$ cat src/rtl/opaddr_pkg.sv
package opaddr_pkg;

    typedef enum logic [1:0] {
        AM_DIR = 2'b00,
        AM_EXT = 2'b01,
        AM_IX0 = 2'b10,
        AM_IX1 = 2'b11
    } amode_e;

    typedef enum logic [1:0] {
        ST_IDLE  = 2'b00,
        ST_FETCH = 2'b01,
        ST_DONE  = 2'b10
    } seq_st_e;

    // Number of operand-address bytes that follow the opcode
    function automatic logic [1:0] operand_bytes(amode_e m);
        case (m)
            AM_EXT:  return 2'd2;
            AM_IX0:  return 2'd0;
            default: return 2'd1;
        endcase
    endfunction

    // Total instruction length: opcode plus operand-address bytes
    function automatic logic [1:0] instr_len(amode_e m);
        return operand_bytes(m) + 2'd1;
    endfunction

endpackage

$ cat src/rtl/opaddr_ea_calc.sv
module opaddr_ea_calc
    import opaddr_pkg::*;
#(
    parameter int unsigned DW = 8,
    localparam int unsigned AW = 2 * DW
) (
    input  logic [1:0]    mode,
    input  logic [DW-1:0] x,
    input  logic [DW-1:0] b_first,
    input  logic [DW-1:0] b_second,
    output logic [AW-1:0] ea,
    output logic [1:0]    len
);
    localparam int unsigned PADW = AW - DW - 1;

    logic [DW:0]   sum_w;
    logic [AW-1:0] ea_sum;

    // Offset mode: unsigned byte + unsigned index, carry kept in bit DW
    assign sum_w = {1'b0, b_first} + {1'b0, x};

    generate
        if (PADW > 0) begin : g_pad
            assign ea_sum = {{PADW{1'b0}}, sum_w};
        end else begin : g_nopad
            assign ea_sum = AW'(sum_w);
        end
    endgenerate

    always_comb begin
        unique case (amode_e'(mode))
            AM_DIR:  ea = {{DW{1'b0}}, b_first};
            AM_EXT:  ea = {b_first, b_second};
            AM_IX0:  ea = {{DW{1'b0}}, x};
            default: ea = ea_sum;
        endcase
        len = instr_len(amode_e'(mode));
    end

endmodule

$ cat src/rtl/opaddr_seq.sv
module opaddr_seq
    import opaddr_pkg::*;
#(
    parameter int unsigned DW = 8,
    localparam int unsigned AW = 2 * DW
) (
    input  logic          clk,
    input  logic          rst,
    input  logic          req_valid,
    output logic          req_ready,
    input  logic [1:0]    req_mode,
    input  logic [DW-1:0] req_x,
    input  logic [AW-1:0] req_pc,
    output logic          pm_req,
    output logic [AW-1:0] pm_addr,
    input  logic          pm_valid,
    input  logic [DW-1:0] pm_data,
    output logic          done,
    output logic [1:0]    held_mode,
    output logic [DW-1:0] held_x,
    output logic [DW-1:0] held_b_first,
    output logic [DW-1:0] held_b_second
);
    typedef struct packed {
        seq_st_e       st;
        amode_e        mode;
        logic [DW-1:0] x;
        logic [AW-1:0] pc;
        logic [DW-1:0] b_first;
        logic [DW-1:0] b_second;
        logic          second;
    } seq_s;

    seq_s s_d, s_q;
    amode_e req_m;

    assign req_m = amode_e'(req_mode);

    always_comb begin
        s_d = s_q;
        unique case (s_q.st)
            ST_IDLE: begin
                if (req_valid) begin
                    s_d.mode   = req_m;
                    s_d.x      = req_x;
                    s_d.pc     = req_pc;
                    s_d.second = 1'b0;
                    s_d.st     = (operand_bytes(req_m) == 2'd0) ? ST_DONE : ST_FETCH;
                end
            end
            ST_FETCH: begin
                if (pm_valid) begin
                    if (s_q.second) begin
                        s_d.b_second = pm_data;
                    end else begin
                        s_d.b_first = pm_data;
                    end
                    s_d.pc = s_q.pc + AW'(1);
                    if (!s_q.second && operand_bytes(s_q.mode) == 2'd2) begin
                        s_d.second = 1'b1;
                    end else begin
                        s_d.st = ST_DONE;
                    end
                end
            end
            ST_DONE: begin
                s_d.st = ST_IDLE;
            end
            default: begin
                s_d.st = ST_IDLE;
            end
        endcase
    end

    always_ff @(posedge clk) begin
        if (rst) begin
            s_q <= '0;
        end else begin
            s_q <= s_d;
        end
    end

    assign req_ready     = (s_q.st == ST_IDLE);
    assign pm_req        = (s_q.st == ST_FETCH);
    assign pm_addr       = s_q.pc;
    assign done          = (s_q.st == ST_DONE);
    assign held_mode     = s_q.mode;
    assign held_x        = s_q.x;
    assign held_b_first  = s_q.b_first;
    assign held_b_second = s_q.b_second;

endmodule

$ cat src/rtl/opaddr_gen.sv
module opaddr_gen
    import opaddr_pkg::*;
#(
    parameter int unsigned DW = 8,
    localparam int unsigned AW = 2 * DW
) (
    input  logic          clk,
    input  logic          rst,
    input  logic          req_valid,
    output logic          req_ready,
    input  logic [1:0]    req_mode,
    input  logic [DW-1:0] req_x,
    input  logic [AW-1:0] req_pc,
    output logic          pm_req,
    output logic [AW-1:0] pm_addr,
    input  logic          pm_valid,
    input  logic [DW-1:0] pm_data,
    output logic          ea_valid,
    output logic [AW-1:0] ea_addr,
    output logic [1:0]    ins_len
);
    logic [1:0]    h_mode;
    logic [DW-1:0] h_x;
    logic [DW-1:0] h_b0;
    logic [DW-1:0] h_b1;

    opaddr_seq #(.DW(DW)) i_seq (
        .clk           (clk),
        .rst           (rst),
        .req_valid     (req_valid),
        .req_ready     (req_ready),
        .req_mode      (req_mode),
        .req_x         (req_x),
        .req_pc        (req_pc),
        .pm_req        (pm_req),
        .pm_addr       (pm_addr),
        .pm_valid      (pm_valid),
        .pm_data       (pm_data),
        .done          (ea_valid),
        .held_mode     (h_mode),
        .held_x        (h_x),
        .held_b_first  (h_b0),
        .held_b_second (h_b1)
    );

    opaddr_ea_calc #(.DW(DW)) i_calc (
        .mode     (h_mode),
        .x        (h_x),
        .b_first  (h_b0),
        .b_second (h_b1),
        .ea       (ea_addr),
        .len      (ins_len)
    );

endmodule

$ cat config.mk
export PLATFORM = sky130hd
export DESIGN_NAME = opaddr_gen
export DESIGN_NICKNAME = d
export VERILOG_FILES = /design/src/rtl/opaddr_pkg.sv /design/src/rtl/opaddr_ea_calc.sv /design/src/rtl/opaddr_seq.sv /design/src/rtl/opaddr_gen.sv
export SDC_FILE = /design/constraint.sdc
export NUM_CORES = 1
export LEC_CHECK = 0
export BUFFER_PORTS_ARGS = -buffer_cell sky130_fd_sc_hd__buf_2
export CAP_MARGIN = 10
export CORE_UTILIZATION = 59
export CTS_BUF_LIST = sky130_fd_sc_hd__clkbuf_8
export DETAILED_ROUTE_END_ITERATION = 10
export PLACE_DENSITY = 0.88
export SYNTH_ARGS = -nofsm -noshare
export SYNTH_HDL_FRONTEND = slang
export SYNTH_SLANG_ARGS = --single-unit
$ cat constraint.sdc
create_clock -name clk -period 3.4 [get_ports clk]
set_input_delay 0.51 -clock clk [delete_from_list [all_inputs] [get_ports clk]]
set_output_delay 0.51 -clock clk [all_outputs]
set_load 0.02 [all_outputs]
---- Word-level counts from Yosys, hierarchy flattened ----
Index checks and enable logic that the tools add are counted.
word-level totals
  flip-flop bits (word level) ............. 45
  latch bits .............................. 0
  memory bits (writable) .................. 0
  bits in read-only memories .............. 0
  input port bits ......................... 38
  output and inout port bits .............. 37
  logic and storage cells ................. 53
  memories kept ........................... 0
operators by class
  $add $sub $neg .......................... 3
  multiply operators ...................... 0
  divide/modulo/power cells ............... 0
  $lt $le $gt $ge ......................... 0
  equal/unequal tests ..................... 11
  shift-type cells ........................ 0
  mux-type cells .......................... 19
  bitwise logic cells ..................... 1
  reduce and logical (&&, ||, !) cells .... 12
operator list
  kind                                                             count
  16-bit one-hot mux with 3 select lines                           1
  33-bit two-way mux                                               1
  16-bit one-hot mux with 2 select lines                           1
  28-bit two-way mux                                               1
  16-bit by 1-bit adder with 16-bit output, second input constant  1
  8-bit two-way mux                                                2
  2-bit two-way mux                                                7
  2-bit one-hot mux with 2 select lines                            3
  3-bit AND reduction                                              4
  8-bit by 8-bit adder with 9-bit output                           1
  2-bit == test, second input constant                             4
  2-bit by 1-bit == test with 1-bit output, second input constant  3
  2-bit zero test                                                  3
  2-bit by 1-bit != test with 1-bit output, second input constant  2
  2-bit != test, second input constant                             2
  4-bit AND reduction                                              1
  2-bit by 1-bit adder with 2-bit output, second input constant    1
  1-bit two-way mux                                                2
  1-bit one-hot mux with 2 select lines                            1
  2-bit AND reduction                                              1
  2-bit nonzero test                                               1
  1-bit logical AND                                                1
  1-bit zero test                                                  1
  1-bit inverter                                                   1

---- Depth between registers and ports, before layout ----
  depth after elaboration ................. 9
  gate-level depth with buffers ........... 7
  mapped depth without buffers ............ 6

---- Cells and area by module ----
From an unflattened synthesis, not the netlist that was laid out.
second synthesis, totals
  cell total of the unflattened synthesis .. 398
  area total of the unflattened synthesis .. 3081.7 um^2
by module, submodules not included
  module          instances  cells an instance  area an instance (um^2)  seq. area each (um^2)
  opaddr_seq      1          312                2433.6                   900.9
  opaddr_ea_calc  1          86                 648.1                    0.0

---- Worst setup path after synthesis ----
Ideal clock, no wire load.
  kind .................................... register to output
  from .................................... reg i_seq.s_q (netlist bit i_seq.held_x[0])
  to ...................................... out ea_addr[6]
  arrival ................................. 2029 ps
  required time ........................... 2890 ps
  setup slack ............................. 861 ps
  cell stages (with the launch flop) ...... 7
  path buffers ............................ 0
  path through ............................ dfxtp_1 ha_1 fa_1 a21oi_1 o21ai_0 or3_1 a31oi_1
on the way
  word-level cells in the longest chain between the ends .. 2
ends and longest elaborated chain
  what                                    line                  text
  start: declaration                      opaddr_seq.sv:34      seq_s s_d, s_q;
  start signal: assignment                opaddr_seq.sv:77      s_q <= '0;
  start signal: assignment                opaddr_seq.sv:79      s_q <= s_d;
  8-bit by 8-bit adder with 9-bit output  opaddr_ea_calc.sv:20  assign sum_w = {1'b0, b_first} + {1'b0, x};
  16-bit one-hot mux with 3 select lines  opaddr_ea_calc.sv:31  unique case (amode_e'(mode))
  end: declaration                        opaddr_gen.sv:19      output logic [AW-1:0] ea_addr,
No other way between the ends.

---- Worst setup path in the final report ----
  from .................................... reg i_seq.s_q (netlist bit i_seq.held_b_first[0])
  to ...................................... out ea_addr[6]
The elaborated chain is that of the path after synthesis.

==> qor.txt <==
Synth cell types: 58
Startpoint Class: flop
Clk Latency, worst-skew pair: 300 ps
max cap viols: 0
HPWL reported at the end of detailed placement: 5620 microns
total grt overflow: 0
worst setup margin: 427 ps
Reg2Reg Setup Slack: 1240 ps
Synth top area share: 0.315
core footprint: 4500 sq um
first-pass GRT wire length: 12,400 microns
largest net degree at the start of global routing: 46
Worst-Margin Slew: 831 ps
Tcrit/Tclk final: 0.874
DR WL/cell: 16.3 microns
Inserted Clock Buffers: 5
drc violations: 0
Ports: 75
Leak: 0.00135 uW
Initial Utilization: 0.634
CP top delay family: adder cells
fin nets: 475
Crit Path Category: flop to output port
fin crit period: 2970 ps
status: finished, final reports clean
Vias: 2,970
Max VDD drop: 0.000285 V
number of synthesized flops with an enable pin: 0
gpl congestion: 0.883
Final Skew: 4.11 ps
die area: 5130 sq um
ys flop type: dfxtp_1
Worst-path clk slew: 80 ps
H-tree depth: 2
Post-Layout Cell Count: 476
Buf/Inv on CP: 1
Tot GR Track Use: 0.311
max incr delay on CP: 420 ps
Setup crit end: ea_addr[6]
Hold Path Class: input pin to flop
Setup-failing EPs final: 0
Horiz. Die Dim: 71.6 microns
Slew Viols, Final: 0
Syn Area/Cell: 7.58 sq um
placed cells: 468
Critical Path RT: 2890 ps
area grow syn2layout: 11.5%
Root Driver: clkbuf_8
dominant cells by area after synthesis: dfxtp_1 (32%), nand2_1 (9.7%), a21oi_1 (8.1%)
Ys Warns: 0
relative max-transition margin: 0.445
row cnt: 24
critical path depth in cells: 7
Post-Syn Nets: 429
fraction of layout cells with a size suffix above 1: 0.219
Post-CTS Setup Bufs: 0
cts repair resizes: 0
CTS tree: done
async set-reset flop share out of synthesis: 0
die height: 71.6 microns
final antenna-violating net count: 0
Worst Setup SP: i_seq.held_b_first[0]
commonest cells after routing, fill and taps aside: nand2_1 (74), buf_2 (74), a21oi_1 (46)
1st-pass router iterations: 6
crit end category: output port
worst-case clock buffer depth: 2
dpl ws: 797 ps
Fillers: 368
fmax: 336 MHz
Mapped Cells: 377
CP Max Fanout: 4
vias in the first global route: 2,634
Yosys top cell by area: dfxtp_1
FF+latch count, synth: 45
Synth Cell Area: 2860 sq um
Worst Reg-to-Reg Cells: 4
initial antenna violation count: 0
PwrDens: 380 nW/um^2
First DRT Iteration DRCs: 359
clock sink count: 45
Setup TNS: 0 ps
Fin. Hold Viols: 0
slowest CP cell: fa_1
Data arrival, critical path: 2460 ps
Vias per Instance: 6.24
final WL: 7770 microns
Seq/Total Area, Yosys: 0.315
CP Cell Sequence: ha_1 > fa_1 > a21oi_1 > o21ai_0 > or3_1 > a31oi_1 > buf_2
Hold-fix buffers, CTS: 0
diode count: 0
setup repair after global routing missed its margin: false
Crit Reg-Reg Startpoint: i_seq.s_q[43]
PortBufs: 74
r2r endpoint: i_seq.pm_addr[9]
routing by layer:
metal / GRT usage / routed length, microns / up-vias
li1: - / - / 1449
met5: 0 / 0 / -
met4: 0.124 / 180 / 0
met2: 0.472 / 3460 / 153
met1: 0.442 / 3490 / 1348
met3: 0.0520 / 638 / 20
worst min-delay path, cell delays in order:
cell and delay, ps:
buf_2 100, nand2_1 40, a21oi_1 50
power by group:
part           switching [uW]  internal (uW)
Sequential               41.4            555
Combinational             177            105
Clock                     191            142
Total                     409            802
cell families after synthesis:
logic type               after synthesis  synth area share
AO/OA/AOI/OAI                        109             0.250
XOR/XNOR                               2           0.00613
adder cells (fa/ha/maj)               14            0.0639
buffers and inverters                 46            0.0849
flip-flops                            45             0.315
multiplexers                           2           0.00876
AND/OR/NAND/NOR                      159             0.271
worst min-delay path by stage:
stage	startpoint	end	cells after the start
final	req_x[6]	i_seq.held_x[6]	3
after floorplan	i_seq.held_b_second[7]	i_seq.held_b_second[7]	2
after global placement	i_seq.held_b_second[0]	i_seq.held_b_second[0]	2
after CTS	req_x[5]	i_seq.held_x[5]	3
after detailed placement	i_seq.held_b_second[2]	i_seq.held_b_second[2]	2
after global routing	pm_data[4]	i_seq.held_b_first[4]	3
synthesized netlist by cell type, types with 5 or more instances:
| library cell | count |
|---|---|
| o211ai_1 | 5 |
| o21ai_0 | 11 |
| buf_2 | 8 |
| nor3_1 | 7 |
| nor4_1 | 5 |
| nand2_1 | 74 |
| nor2_1 | 18 |
| dfxtp_1 | 45 |
| a31oi_1 | 6 |
| clkbuf_1 | 13 |
| and2_1 | 10 |
| a211oi_1 | 7 |
| inv_1 | 8 |
| ha_1 | 13 |
| a222oi_1 | 8 |
| nand4_1 | 5 |
| a21oi_1 | 46 |
| buf_4 | 16 |
| nand3_1 | 12 |
layout make-up:
class | instances | area [sq um] | area share
inverter | 9 | 33.8 | 0.0106
sequential | 45 | 901 | 0.283
clock buffer | 5 | 68.8 | 0.0216
timing repair buffer | 76 | 385 | 0.121
tap | 52 | 65.1 | 0.0204
multi-input combinational | 286 | 1710 | 0.538
clock inverter | 3 | 18.8 | 0.00589
state kept, by name, summed over array words and instances (netlist names):
| name | count |
|---|---|
| i_seq.held_mode | 2 |
| i_seq.held_b_second | 8 |
| i_seq.held_x | 8 |
| i_seq.pm_addr | 16 |
| i_seq.held_b_first | 8 |
| i_seq.s_q | 3 |
metrics by stage:
| stage | util | hold slack, ps | cell area [sq um] | total power [uW] |
|---|---|---|---|---|
| after detailed placement | 0.688 | 464 | 3100 | 883 |
| after CTS | 0.708 | 436 | 3190 | 1210 |
| after global routing | 0.708 | 438 | 3190 | 1270 |
| final | 0.708 | 443 | 3190 | 1210 |
| after global placement | 0.688 | 451 | 3100 | 875 |
| after floorplan | - | 436 | 2860 | 808 |
Power figures use the tool's default switching activity.
